### src/rtl/dual_run_sched_pkg.sv
`timescale 1ns/1ps
package dual_run_sched_pkg;

    typedef enum logic [2:0] {
        PH_IDLE,
        PH_SEED,
        PH_READY,
        PH_MVM,
        PH_HELD,
        PH_UPD,
        PH_DONE
    } run_phase_t;

    typedef enum logic [2:0] {
        S_IDLE,
        S_SEED_A,
        S_WAIT_A,
        S_SEED_B,
        S_RUN
    } seq_state_t;

    localparam int NUM_RUNS = 2;

endpackage

### src/rtl/run_tracker.sv
`timescale 1ns/1ps
module run_tracker
    import dual_run_sched_pkg::*;
#(
    parameter int MAX_ITER   = 1000,
    parameter int STABLE_LEN = 10,
    parameter int ITER_W     = $clog2(MAX_ITER + 1),
    parameter int STAB_W     = $clog2(STABLE_LEN + 1)
) (
    input  logic              clk,
    input  logic              rst_n,
    input  logic              ev_start,
    input  logic              ev_seeded,
    input  logic              ev_issue,
    input  logic              ev_result,
    input  logic              ev_take,
    input  logic              ev_upd_done,
    input  logic              upd_flip,
    output run_phase_t        phase,
    output logic [ITER_W-1:0] iter_cnt,
    output logic              done,
    output logic              conv
);

    run_phase_t        phase_q, phase_nx;
    logic [ITER_W-1:0] iter_q;
    logic [STAB_W-1:0] stab_q;
    logic              conv_q;
    logic              hit_stab, hit_cap, restart, finishing;

    always_comb begin
        hit_stab  = !upd_flip && (stab_q == STAB_W'(STABLE_LEN - 1));
        hit_cap   = (iter_q == ITER_W'(MAX_ITER - 1));
        restart   = ev_start && (phase_q == PH_IDLE || phase_q == PH_DONE);
        finishing = ev_upd_done && (phase_q == PH_UPD);
    end

    always_comb begin
        phase_nx = phase_q;
        unique case (phase_q)
            PH_IDLE, PH_DONE: if (ev_start)    phase_nx = PH_SEED;
            PH_SEED:          if (ev_seeded)   phase_nx = PH_READY;
            PH_READY:         if (ev_issue)    phase_nx = PH_MVM;
            PH_MVM: begin
                if (ev_take)        phase_nx = PH_UPD;
                else if (ev_result) phase_nx = PH_HELD;
            end
            PH_HELD:          if (ev_take)     phase_nx = PH_UPD;
            PH_UPD: begin
                if (ev_upd_done)
                    phase_nx = (hit_stab || hit_cap) ? PH_DONE : PH_READY;
            end
            default:          phase_nx = PH_IDLE;
        endcase
    end

    always_ff @(posedge clk) begin
        if (!rst_n) phase_q <= PH_IDLE;
        else        phase_q <= phase_nx;
    end

    always_ff @(posedge clk) begin
        if (!rst_n || restart) begin
            iter_q <= '0;
            stab_q <= '0;
            conv_q <= 1'b0;
        end else if (finishing) begin
            iter_q <= iter_q + 1'b1;
            stab_q <= upd_flip ? '0 : stab_q + 1'b1;
            if (hit_stab) conv_q <= 1'b1;
        end
    end

    always_comb begin
        phase    = phase_q;
        iter_cnt = iter_q;
        done     = (phase_q == PH_DONE);
        conv     = conv_q;
    end

    AST_ITER_CAP: assert property (@(posedge clk) disable iff (!rst_n)
        iter_q <= ITER_W'(MAX_ITER));
    AST_DONE_STICKY: assert property (@(posedge clk) disable iff (!rst_n)
        (phase_q == PH_DONE) && !ev_start |=> (phase_q == PH_DONE));
    AST_ITER_ONLY_ON_UPD: assert property (@(posedge clk) disable iff (!rst_n)
        !ev_upd_done && !ev_start |=> $stable(iter_q));
    AST_STAB_BOUND: assert property (@(posedge clk) disable iff (!rst_n)
        stab_q <= STAB_W'(STABLE_LEN));

endmodule

### src/rtl/sched_ctrl.sv
`timescale 1ns/1ps
module sched_ctrl
    import dual_run_sched_pkg::*;
(
    input  logic       clk,
    input  logic       rst_n,
    input  logic       start,
    input  logic       seed_ack,
    input  logic       mvm_busy,
    input  logic       mvm_valid,
    input  logic       upd_done,
    input  run_phase_t ph0,
    input  run_phase_t ph1,
    output logic       active,
    output logic       seed_req,
    output logic       seed_run,
    output logic       mvm_go,
    output logic       mvm_run,
    output logic       mvm_ack,
    output logic       upd_go,
    output logic       upd_run,
    output logic [1:0] ev_start,
    output logic [1:0] ev_seeded,
    output logic [1:0] ev_issue,
    output logic [1:0] ev_result,
    output logic [1:0] ev_take,
    output logic [1:0] ev_upd_done
);

    seq_state_t state, state_nx;
    logic       eng_out, eng_owner, upd_busy, upd_owner, last_run;
    logic [1:0] rdy, fin, may_issue;
    logic       pick, take, eng_free, result_here;

    // arbitration terms
    always_comb begin
        rdy          = {ph1 == PH_READY, ph0 == PH_READY};
        fin          = {ph1 == PH_DONE,  ph0 == PH_DONE};
        may_issue[0] = rdy[0] && (last_run || fin[1]);
        may_issue[1] = rdy[1] && (!last_run || fin[0]);
        eng_free     = !eng_out && !mvm_busy && !mvm_valid;
        pick         = !may_issue[0];
        result_here  = mvm_valid && eng_out;
        take         = result_here && !upd_busy;
    end

    // next sequencer state
    always_comb begin
        state_nx = state;
        unique case (state)
            S_IDLE:   if (start)                      state_nx = S_SEED_A;
            S_SEED_A: if (seed_ack)                   state_nx = S_WAIT_A;
            S_WAIT_A: if (result_here && !eng_owner)  state_nx = S_SEED_B;
            S_SEED_B: if (seed_ack)                   state_nx = S_RUN;
            S_RUN:    if (fin == 2'b11)               state_nx = S_IDLE;
            default:                                  state_nx = S_IDLE;
        endcase
    end

    always_ff @(posedge clk) begin
        if (!rst_n) state <= S_IDLE;
        else        state <= state_nx;
    end

    // outputs and per-run events
    always_comb begin
        active      = (state != S_IDLE);
        seed_req    = (state == S_SEED_A) || (state == S_SEED_B);
        seed_run    = (state == S_SEED_B);
        mvm_go      = active && eng_free && (|may_issue);
        mvm_run     = pick;
        mvm_ack     = take;
        upd_go      = take;
        upd_run     = eng_owner;
        ev_start    = {2{(state == S_IDLE) && start}};
        ev_seeded   = {seed_ack && (state == S_SEED_B), seed_ack && (state == S_SEED_A)};
        ev_issue    = mvm_go ? (pick ? 2'b10 : 2'b01) : 2'b00;
        ev_result   = {result_here && eng_owner, result_here && !eng_owner};
        ev_take     = {take && eng_owner, take && !eng_owner};
        ev_upd_done = {upd_done && upd_busy && upd_owner,
                       upd_done && upd_busy && !upd_owner};
    end

    // resource ownership
    always_ff @(posedge clk) begin
        if (!rst_n) begin
            eng_out   <= 1'b0;
            eng_owner <= 1'b0;
            upd_busy  <= 1'b0;
            upd_owner <= 1'b0;
            last_run  <= 1'b1;
        end else begin
            if (mvm_go) begin
                eng_out   <= 1'b1;
                eng_owner <= pick;
            end else if (take) begin
                eng_out   <= 1'b0;
            end
            if (take) begin
                upd_busy  <= 1'b1;
                upd_owner <= eng_owner;
            end else if (upd_done) begin
                upd_busy  <= 1'b0;
            end
            if (state == S_IDLE && start) last_run <= 1'b1;
            else if (mvm_go)              last_run <= pick;
        end
    end

    AST_HOLD_UNTIL_TAKEN: assert property (@(posedge clk) disable iff (!rst_n)
        mvm_valid && !mvm_ack |=> !mvm_go);
    AST_ONE_JOB: assert property (@(posedge clk) disable iff (!rst_n)
        upd_go |=> !upd_go);
    AST_SEED_ORDER: assert property (@(posedge clk) disable iff (!rst_n)
        seed_req && seed_run |-> (ph0 != PH_IDLE) && (ph0 != PH_SEED));
    AST_START_IGNORED: assert property (@(posedge clk) disable iff (!rst_n)
        (state == S_RUN) && start |=> (state != S_SEED_A));
    AST_NO_GO_DONE: assert property (@(posedge clk) disable iff (!rst_n)
        mvm_go |-> !((ph0 == PH_DONE) && !mvm_run) && !((ph1 == PH_DONE) && mvm_run));

endmodule

### src/rtl/dual_run_sched.sv
`timescale 1ns/1ps
module dual_run_sched
    import dual_run_sched_pkg::*;
#(
    parameter int MAX_ITER   = 1000,
    parameter int STABLE_LEN = 10,
    parameter int ITER_W     = $clog2(MAX_ITER + 1)
) (
    input  logic                         clk,
    input  logic                         rst_n,
    input  logic                         start,
    output logic                         active,
    output logic                         seed_req,
    output logic                         seed_run,
    input  logic                         seed_ack,
    output logic                         mvm_go,
    output logic                         mvm_run,
    input  logic                         mvm_busy,
    input  logic                         mvm_valid,
    output logic                         mvm_ack,
    output logic                         upd_go,
    output logic                         upd_run,
    input  logic                         upd_done,
    input  logic                         upd_flip,
    output logic [NUM_RUNS-1:0]          run_done,
    output logic [NUM_RUNS-1:0]          run_conv,
    output logic [NUM_RUNS*ITER_W-1:0]   run_iter
);

    localparam int STAB_W = $clog2(STABLE_LEN + 1);

    run_phase_t ph [NUM_RUNS];
    logic [1:0] ev_start, ev_seeded, ev_issue, ev_result, ev_take, ev_upd_done;

    sched_ctrl u_ctrl (
        .clk        (clk),
        .rst_n      (rst_n),
        .start      (start),
        .seed_ack   (seed_ack),
        .mvm_busy   (mvm_busy),
        .mvm_valid  (mvm_valid),
        .upd_done   (upd_done),
        .ph0        (ph[0]),
        .ph1        (ph[1]),
        .active     (active),
        .seed_req   (seed_req),
        .seed_run   (seed_run),
        .mvm_go     (mvm_go),
        .mvm_run    (mvm_run),
        .mvm_ack    (mvm_ack),
        .upd_go     (upd_go),
        .upd_run    (upd_run),
        .ev_start   (ev_start),
        .ev_seeded  (ev_seeded),
        .ev_issue   (ev_issue),
        .ev_result  (ev_result),
        .ev_take    (ev_take),
        .ev_upd_done(ev_upd_done)
    );

    for (genvar g = 0; g < NUM_RUNS; g++) begin : g_run
        run_tracker #(
            .MAX_ITER  (MAX_ITER),
            .STABLE_LEN(STABLE_LEN),
            .ITER_W    (ITER_W),
            .STAB_W    (STAB_W)
        ) u_trk (
            .clk        (clk),
            .rst_n      (rst_n),
            .ev_start   (ev_start[g]),
            .ev_seeded  (ev_seeded[g]),
            .ev_issue   (ev_issue[g]),
            .ev_result  (ev_result[g]),
            .ev_take    (ev_take[g]),
            .ev_upd_done(ev_upd_done[g]),
            .upd_flip   (upd_flip),
            .phase      (ph[g]),
            .iter_cnt   (run_iter[g*ITER_W +: ITER_W]),
            .done       (run_done[g]),
            .conv       (run_conv[g])
        );
    end

    AST_IDLE_WHEN_FINISHED: assert property (@(posedge clk) disable iff (!rst_n)
        active && (run_done == 2'b11) |=> !active);

endmodule

### config.mk
export PLATFORM = sky130hd
export DESIGN_NAME = dual_run_sched
export DESIGN_NICKNAME = d
export VERILOG_FILES = /design/src/rtl/dual_run_sched_pkg.sv /design/src/rtl/run_tracker.sv /design/src/rtl/sched_ctrl.sv /design/src/rtl/dual_run_sched.sv
export SDC_FILE = /design/constraint.sdc
export NUM_CORES = 1
export LEC_CHECK = 0
export BUFFER_PORTS_ARGS = -buffer_cell sky130_fd_sc_hd__buf_2
export CAP_MARGIN = 20
export CORE_MARGIN = 3
export CORE_UTILIZATION = 56
export CTS_BUF_LIST = sky130_fd_sc_hd__clkbuf_16
export CTS_CLUSTER_DIAMETER = 200
export DETAILED_ROUTE_END_ITERATION = 16
export PLACE_DENSITY = 0.75
export SYNTH_ARGS = -nofsm -noshare
export SYNTH_HDL_FRONTEND = slang
export SYNTH_SLANG_ARGS = --single-unit
### constraint.sdc
create_clock -name clk -period 2.6 [get_ports clk]
set_clock_uncertainty 0.15 [all_clocks]
set_input_delay 0.26 -clock clk [delete_from_list [all_inputs] [get_ports clk]]
set_output_delay 0.26 -clock clk [all_outputs]
set_load 0.005 [all_outputs]
* Word level (Yosys, flattened, before mapping)
Index checks and enable logic that the tools add are counted.
** Word-level totals
- Register bits after elaboration :: 44
- Bits in latches :: 0
- Bits in writable memories :: 0
- Bits in read-only memories :: 0
- Bits of input ports :: 8
- Output and inout port bits :: 32
- Logic and storage cells :: 146
- Memories :: 0
** Operators by class
- Add/subtract/negate cells :: 4
- $mul :: 0
- Div/mod/pow operators :: 0
- Magnitude comparators :: 0
- Eq/ne operators :: 38
- Shift operators :: 0
- Mux-type cells :: 31
- Bitwise operators :: 1
- Reductions and logical operators :: 58
** Operators with widths (count)
- two-way mux 3 bit :: 20
- one-hot mux 3 bit (6 select lines) :: 2
- logical AND 1 bit :: 24
- == test 3 bit, second input constant :: 7
- adder 10 x 1 -> 10 bit, second input constant :: 2
- == test 10 bit, second input constant :: 2
- != test 2 x 1 -> 1 bit, second input constant :: 10
- == test 3 x 2 -> 1 bit, second input constant :: 6
- one-hot mux 3 bit (5 select lines) :: 1
- AND reduction 6 bit :: 2
- zero test 1 bit :: 10
- != test 2 bit, second input constant :: 5
- == test 3 x 1 -> 1 bit, second input constant :: 3
- zero test 3 bit :: 3
- logical OR 1 bit :: 9
- adder 4 x 1 -> 4 bit, second input constant :: 2
- == test 4 bit, second input constant :: 2
- two-way mux 4 bit :: 2
- OR reduction 2 bit :: 4
- != test 3 x 1 -> 1 bit, second input constant :: 2
- AND reduction 5 bit :: 1
- two-way mux 1 bit :: 4
- two-way mux 2 bit :: 2
- AND reduction 2 bit :: 2
- other kinds (4) :: 5

* Logic depth before layout (Yosys ltp)
Gate-level depths: netlist of run 1.
- Depth after elaboration :: 8
- Gate-level depth with buffers :: 7
- Gate-level depth less buffers :: 6

* Cells and area by module
Synthesis of run 1 repeated with hierarchy kept, for this count alone.
** Second synthesis, totals
- Cells, all modules :: 289
- Area total of the unflattened synthesis :: 2477.4 um^2
** By module, submodules not included
- run_tracker at g_run[1].u_trk :: instances 1, cells each 113, area each 984.7 um^2, seq. area each 360.3 um^2
- run_tracker at g_run[0].u_trk :: instances 1, cells each 111, area each 979.7 um^2, seq. area each 360.3 um^2
- sched_ctrl :: instances 1, cells each 65, area each 513.0 um^2, seq. area each 160.2 um^2

* Worst setup path after synthesis of run 1
OpenSTA, ideal clock, no wires.
- Path type :: register -> register
- From :: register u_ctrl.state[0]
- To :: register g_run[1].u_trk.iter_q[0]
- Library setup time :: 0.115 ns
- Data arrival time :: 1.724 ns
- Data required time :: 2.335 ns
- Path slack :: 0.612 ns
- Stages on the path, launching flop included :: 7
- Path buffers :: 3
- Cells stage by stage :: dfxtp_1 buf_6 or4b_1 buf_2 o41ai_4 buf_6 nor2_1
** On the way
- Word-level cells in the longest chain between the ends :: 4
** Ends and longest elaborated chain
- start: declaration :: RTL line sched_ctrl.sv:30 : seq_state_t state, state_nx;
- start signal: assignment :: RTL line sched_ctrl.sv:62 : else state <= state_nx;
- zero test 3 bit :: RTL line sched_ctrl.sv:75 : ev_start = {2{(state == S_IDLE) && start}};
- logical AND 1 bit :: RTL line sched_ctrl.sv:75
- logical AND 1 bit :: RTL line run_tracker.sv:34 : restart = ev_start && (phase_q == PH_IDLE || phase_q == PH_DONE);
- logical OR 1 bit :: RTL line run_tracker.sv:63 : if (!rst_n || restart) begin
- end signal: assignment :: RTL line run_tracker.sv:68 : iter_q <= iter_q + 1'b1;
- end: declaration :: RTL line run_tracker.sv:26 : logic [ITER_W-1:0] iter_q;
Every way passes these cells.
A chain may end at the register's enable or synchronous reset.

* Final worst setup path of run 1
- From :: register g_run[0].u_trk.phase_q[0]
- To :: output mvm_go
** On the way
- Word-level cells in the longest chain between the ends :: 5
- Elaborated cells on any way between the ends :: 7
- Classes of those cells :: 2 x eq/ne; 5 x reduce/logical
** Ends and longest elaborated chain
- start: declaration :: RTL line run_tracker.sv:25 : run_phase_t phase_q, phase_nx;
- start signal: assignment :: RTL line run_tracker.sv:59 : else phase_q <= phase_nx;
- == test 3 bit :: RTL line sched_ctrl.sv:38 : fin = {ph1 == PH_DONE, ph0 == PH_DONE};
- logical OR 1 bit :: RTL line sched_ctrl.sv:40 : may_issue[1] = rdy[1] && (!last_run || fin[0]);
- logical AND 1 bit :: RTL line sched_ctrl.sv:40
- OR reduction 2 bit (*) :: RTL line sched_ctrl.sv:70 : mvm_go = active && eng_free && (|may_issue);
- logical AND 1 bit (*) :: RTL line sched_ctrl.sv:70
- end: declaration :: RTL line dual_run_sched.sv:16 : output logic mvm_go,
Mark *: on every way between the ends. The rest lies on a longest branch, timed or not.

==> run metrics, run 1 <==
wire length on met1 between 2000 and 2500 um; met2 wire len 2402 um; crit path kind flip-flop to primary output; Die Wd between 70 and 80 um; Final nets between 300 and 400; DRT Pass-1 Iters 4; worst-path fanout max 10; post-route cell area 2770 um2; sequential element share of the synthesized area 0.3612; f_max 444.1 MHz; CTS tree built; Clock Latency Late Sink about 0.29 ns; Starting Density 0.5968; hold path cells 2; antenna-violating nets left 0; first-pass GRT wire length 9025 um; total gr overflow 0; most common cell after layout, fill and taps aside dfxtp_1; setup_tns 0 ns; synthesized area per cell roughly 8 um2; pwr/cell area 600.7 nW/um2; CTS max path bufs 2; Required @ worst endpoint 2.19 ns; PortBufs 39; largest net degree at the start of global routing 20; row count 23; RSZ-0062 raised after global routing no; Vert. Die Dim 71.99 um; VDD IR max 0.0004728 V; Slew HR 0.5702; Final period util 0.8660; largest area contributor in the netlist dfxtp_1; depth of the worst register-to-register path 4; wirelength, routed 5157 um; Top FF cell, synth dfxtp_1; postcts setup bufs 0; wire length on met3 roughly 220 um; area share of the largest cell type after synthesis 0.3612; Pins Over Slew Limit 0; Leak 1.108 nW; # fillers 342; Setup-failing EPs final 0; wire length per cell 13.61 um; CTS Buf Count 5; synthesized area around 2400 um2; clock slew at reported path FFs 0.06 ns; core area between 4000 and 5000 um2; Async SR Flop Fraction 0; final hold slack 0.07065 ns; Hold Buf Count CTS 0; maxcap violations 0; clock root buffer clkbuf_16; Iteration-0 DRC Markers 163; ratio of cells with drive above 1 in the final layout 0.1733; Final Util 0.6779; Area Overhead vs Synth 13.60%; Ports 40; vias in the first global route between 2000 and 2500; Net Count, Synth 312; Hold Path Class input pin to flip-flop; vias approximately 2200; Placer Congestion 0.7740; Max Used Layer met4; synthesized netlist cell count 298; H-tree levels 2; pre-CTS setup slack roughly 0.44 ns; CP Launch Type flip-flop; status finished, final reports clean; Worst Setup End Kind primary output; Yosys reg bits 44; post-route minimum period roughly 2.3 ns; initial antenna violation count 0; Die ar. 5183 um2; top cells by area, synth dfxtp_1 (36%), nor2_1 (5.8%), xnor2_1 (4.0%); worst endpoint data arrival time 1.84 ns; Final Hold Violating Endpoints 0; DRC viols 0; EDFF count, synth 0; gr usage total 0.2146; setup slack after layout 0.3484 ns; ANT cells 0; Post-DP Area between 2000 and 3000 um2; Slew @ Worst Pin 0.6387 ns; Sink Count 44; CTS resizes 0; HPWL after DPL roughly 3600 um; yosys warns 0; Synth cell types 49; most frequent cells in the layout dfxtp_1 (44), buf_2 (39), nor2_1 (38); Via density 5.741
[layer usage]
layer / vias up / GRT usage
met5: - / 0
met4: 0 / 0.08977
met3: 7 / 0.04155
met2: 52 / 0.3459
met1: 998 / 0.2813
li1: 1119 / -
[stage by stage]
step,power [mW],std cells
after floorplan,0.9173,298
after global placement,0.9583,371
after detailed placement,0.9630,371
after CTS,1.675,379
after global routing,1.730,379
final,1.664,379
[path summary, 6_finish.rpt]
path | from | endpoint | slack [ns]
worst max-delay path | g_run[0].u_trk.phase[0] | mvm_go | 0.35
worst min-delay path | seed_ack | u_ctrl.state[0] | 0.07
worst max register to register | g_run[1].u_trk.phase[2] | g_run[1].u_trk.stab_q[2] | 0.42
worst min register to register | g_run[1].u_trk.conv | g_run[1].u_trk.conv | 0.32
[worst max-delay path: stages, from the launching register on]
cell and delay (ns):
dfxtp_1 0.42, nor3b_1 0.57, a21o_1 0.21, o211ai_1 0.16, inv_1 0.09, buf_2 0.11
[cell usage after synthesis, types with 2 or more instances]
| master | count |
|---|---|
| a211oi_1 | 2 |
| a21boi_0 | 4 |
| a21o_1 | 3 |
| a21oi_1 | 17 |
| a221oi_1 | 2 |
| a31oi_1 | 3 |
| and2_1 | 3 |
| and3_1 | 4 |
| buf_2 | 5 |
| buf_4 | 5 |
| buf_6 | 3 |
| clkbuf_1 | 7 |
| dfxtp_1 | 44 |
| ha_1 | 6 |
| inv_1 | 11 |
| nand2_1 | 24 |
| nand2b_1 | 2 |
| nand3_1 | 13 |
| nand3b_1 | 5 |
| nand4_1 | 9 |
| nand4b_1 | 3 |
| nor2_1 | 38 |
| nor2b_1 | 7 |
| nor3_1 | 11 |
| nor4_1 | 4 |
| nor4b_1 | 2 |
| nor4bb_1 | 3 |
| o211ai_1 | 2 |
| o21ai_0 | 13 |
| o311ai_0 | 3 |
| o41ai_4 | 2 |
| or4_1 | 3 |
| or4b_2 | 2 |
| xnor2_1 | 11 |
| xor2_1 | 8 |
[state kept, by name (all words and copies together), names as in the netlist]
signal                cells
g_run.u_trk.conv          2
u_ctrl.state              3
g_run.u_trk.phase         6
u_ctrl.last_run           1
g_run.u_trk.stab_q        8
g_run.u_trk.iter_cnt     20
u_ctrl.upd_busy           1
u_ctrl.upd_owner          1
u_ctrl.eng_out            1
u_ctrl.upd_run            1
[logic make-up after synthesis]
| kind of cell | count (synthesis) | share of synthesized area |
|---|---|---|
| muxes | 1 | 0.004105 |
| DFF | 44 | 0.3612 |
| buffers and inverters | 32 | 0.06927 |
| AOI/OAI and AO/OA | 57 | 0.1647 |
| xor gates and xnor gates | 19 | 0.06824 |
| adders and majority gates | 6 | 0.03078 |
| and+or+nand+nor | 139 | 0.3017 |
[layout make-up]
type	instances	area (um2)	area share
clock buffers	5	125.1	0.04517
clock inverters	3	38.79	0.01400
inverters	11	41.29	0.01491
multi-input cells	222	1389	0.5014
flip-flops and latches	44	880.8	0.3180
well taps	50	62.56	0.02258
repair buffers	44	232.7	0.08401
[power breakdown]
part	total, mW	internal (mW)	switching (mW)	leakage, nW
clock network	0.707	0.448	0.259	0.0850
logic	0.227	0.0961	0.131	0.668
registers	0.730	0.692	0.0384	0.355
Note: power is estimated with default switching activity, not from simulation.
==> run 2, diff against run 1 <==
ABC_AREA = 1   (was default)
CORE_UTILIZATION = 57   (was 56)
PLACE_DENSITY = 0.76   (was 0.75)
==> run metrics, run 2 <==
f_max 506.6 MHz (was 444.1 MHz); R2R Setup Slk 0.63 ns (was 0.42 ns); count leader, synth nand2_1 (was dfxtp_1); pre-CTS setup slack 0.6626 ns (was 0.4421 ns); combinational share of power 0.343 (was 0.136); clock slew at reported path FFs 0.06 ns (about the same); CTS max path bufs 2 (unchanged); sw frac 0.3631 (was 0.2574); vias 2655 (was 2176); Hold Buf Count CTS 0 (unchanged); wirelength, routed 5978 um (was 5157 um); top cells by area, synth dfxtp_1 (32%), nand2_1 (14%), inv_1 (9.7%) (was dfxtp_1 (36%), nor2_1 (5.8%), xnor2_1 (4.0%)); Sequential Power Share 0.329 (was 0.439); Worst Setup End Kind flip-flop (was primary output); Reg-to-Reg End g_run[0].u_trk.iter_cnt[7] (was g_run[1].u_trk.stab_q[2]); Placer Congestion 0.9021 (was 0.7740); met3 usage 0.04673 (was 0.04155); crit path from g_run[0].u_trk.phase[0] (unchanged); Leak 1.582 nW (was 1.108 nW); postcts setup bufs 0 (unchanged); antenna-violating nets left 0 (unchanged); Slew @ Worst Pin 0.4621 ns (was 0.6387 ns); Psw 0.8865 mW (was 0.4284 mW); Total Power 2.441 mW (was 1.664 mW); initial antenna violation count 0 (unchanged); Pins Over Slew Limit 0 (unchanged); wire length per cell 11.74 um (was 13.61 um); Sink Count 44 (unchanged); CTS Buf Count 5 (unchanged); maxcap violations 0 (unchanged); area share of the largest cell type after synthesis 0.3244 (was 0.3612); Synth cell types 33 (was 49); Area Overhead vs Synth 13.41% (was 13.60%); CP Launch Type flip-flop (unchanged); vias in the first global route 2321 (was 2007); largest area contributor in the netlist dfxtp_1 (unchanged); # fillers 399 (was 342); Required @ worst endpoint 2.63 ns (was 2.19 ns); GRT busiest layer met2 (unchanged); post-route minimum period 1.974 ns (was 2.252 ns); Net Count, Synth 435 (was 312); CTS resizes 0 (unchanged); status finished, final reports clean (unchanged); Top FF cell, synth dfxtp_1 (unchanged); depth of the worst register-to-register path 7 (was 4); Final Hold Violating Endpoints 0 (unchanged); first-pass GRT wire length 9880 um (was 9025 um); clock root buffer clkbuf_16 (unchanged); Setup-failing EPs final 0 (unchanged); sequential element share of the synthesized area 0.3244 (was 0.3612); ANT cells 0 (unchanged); HPWL after DPL 4335 um (was 3561 um); Final Util 0.6882 (was 0.6779); DRT Pass-1 Iters 5 (was 4); synthesized netlist cell count 421 (was 298); Ports 40 (unchanged); Hold Path Class input pin to flip-flop (unchanged); Final nets 471 (was 342); clock power share 0.329 (was 0.425); crit path kind flip-flop to flip-flop (was flip-flop to primary output); ratio of cells with drive above 1 in the final layout 0.1619 (was 0.1733); synthesized area 2715 um2 (was 2439 um2); Vert. Die Dim 75.02 um (was 71.99 um); hold path cells 4 (was 2); DRC viols 0 (unchanged); Starting Density 0.6068 (was 0.5968); setup slack after layout 0.6259 ns (was 0.3484 ns); most frequent cells in the layout nand2_1 (100), inv_1 (70), nor2_1 (60) (was dfxtp_1 (44), buf_2 (39), nor2_1 (38)); Pint 1.555 mW (was 1.236 mW); EDFF count, synth 0 (unchanged); Die Wd 75.02 um (was 71.99 um); Die ar. 5627 um2 (was 5183 um2); VDD IR max 0.0005842 V (was 0.0004728 V); H-tree levels 2 (unchanged); gr usage total 0.2255 (was 0.2146); pwr/cell area 792.9 nW/um2 (was 600.7 nW/um2); row count 24 (was 23); top cells by count, synth nand2_1 (100), inv_1 (70), nor2_1 (60) (was dfxtp_1 (44), nor2_1 (38), nand2_1 (24)); Critical Path Sink g_run[0].u_trk.iter_cnt[7] (was mvm_go); most common cell after layout, fill and taps aside nand2_1 (was dfxtp_1); max reg flops 20 (unchanged); CTS tree built (unchanged); largest net degree at the start of global routing 14 (was 20); Async SR Flop Fraction 0 (unchanged); Iteration-0 DRC Markers 147 (was 163); Via density 5.216 (was 5.741); PortBufs 39 (unchanged); synthesized area per cell 6.449 um2 (was 8.183 um2); Yosys reg bits 44 (unchanged); RSZ-0062 raised after global routing no (unchanged); core area 4474 um2 (was 4086 um2); total gr overflow 0 (unchanged); worst-path fanout max 11 (was 10); Final period util 0.7593 (was 0.8660); setup_tns 0 ns (unchanged); Clock Latency Late Sink 0.29 ns (about the same); Slew HR 0.6916 (was 0.5702); worst endpoint data arrival time 2.01 ns (was 1.84 ns); Critical R2R Launch g_run[0].u_trk.phase[0] (was g_run[1].u_trk.phase[2]); yosys warns 0 (unchanged); final hold slack 0.1566 ns (was 0.07065 ns); met1 Use GR 0.2837 (was 0.2813); Global Route met2 Usage 0.3656 (was 0.3459)
-- run 2: cell type report --
cell class                 count  area, um2  share of cell area
timing repair buffer          39      195.2             0.06339
clock buffer                   5      125.1             0.04063
multi-input combinational    292       1471              0.4779
clock inverter                 2      60.06             0.01950
sequential                    44      880.8              0.2861
inverter                      75      281.5             0.09143
tap                           52      65.06             0.02113
-- run 2: cell families (layout without fill, tap and decap cells) --
group | count (synthesis) | count (layout) | share of synthesized area
AOI/OAI and AO/OA | 49 | 49 | 0.1083
adders and majority gates | 6 | 6 | 0.02765
and+or+nand+nor | 231 | 231 | 0.3866
buffers and inverters | 85 | 121 | 0.1336
xor gates and xnor gates | 6 | 6 | 0.01935
DFF | 44 | 44 | 0.3244
-- run 2: worst max-delay path, stage by stage, from the launching register on --
cell	delay, ns
dfxtp_1	0.50
nand3_1	0.14
nor2_2	0.41
inv_2	0.18
nor2_4	0.14
nand3_1	0.11
o21ai_0	0.18
nor2_1	0.07
-- run 2: metrics by stage --
| step | instances | area, um2 |
|---|---|---|
| floorplan | 421 | 2715 |
| global placement | 502 | 2894 |
| detailed placement | 502 | 2894 |
| CTS | 509 | 3079 |
| global route | 509 | 3079 |
| finish | 509 | 3079 |
-- run 2: how the worst min path moves through the flow --
| stage | start | end |
|---|---|---|
| final | upd_done | u_ctrl.upd_busy |
| after global placement | g_run[0].u_trk.conv | g_run[0].u_trk.conv |
| after global routing | upd_done | u_ctrl.upd_busy |
| after CTS | upd_done | u_ctrl.upd_busy |
| after floorplan | g_run[0].u_trk.conv | g_run[0].u_trk.conv |
| after detailed placement | g_run[1].u_trk.conv | g_run[1].u_trk.conv |
-- run 2: per-layer routing --
layer	share of wire	wire, um
met4	0.031	184
met2	0.46	2746
met1	0.47	2780
met3	0.045	267
met5	0	0
-- run 2: power groups by stage --
stage / combinational, mW / sequential [mW] / clock, mW
floorplan: 0.695 / 0.782 / 0
global placement: 0.812 / 0.811 / 0
detailed placement: 0.819 / 0.814 / 0
CTS: 0.840 / 0.800 / 0.816
global route: 0.945 / 0.812 / 0.839
finish: 0.836 / 0.803 / 0.802
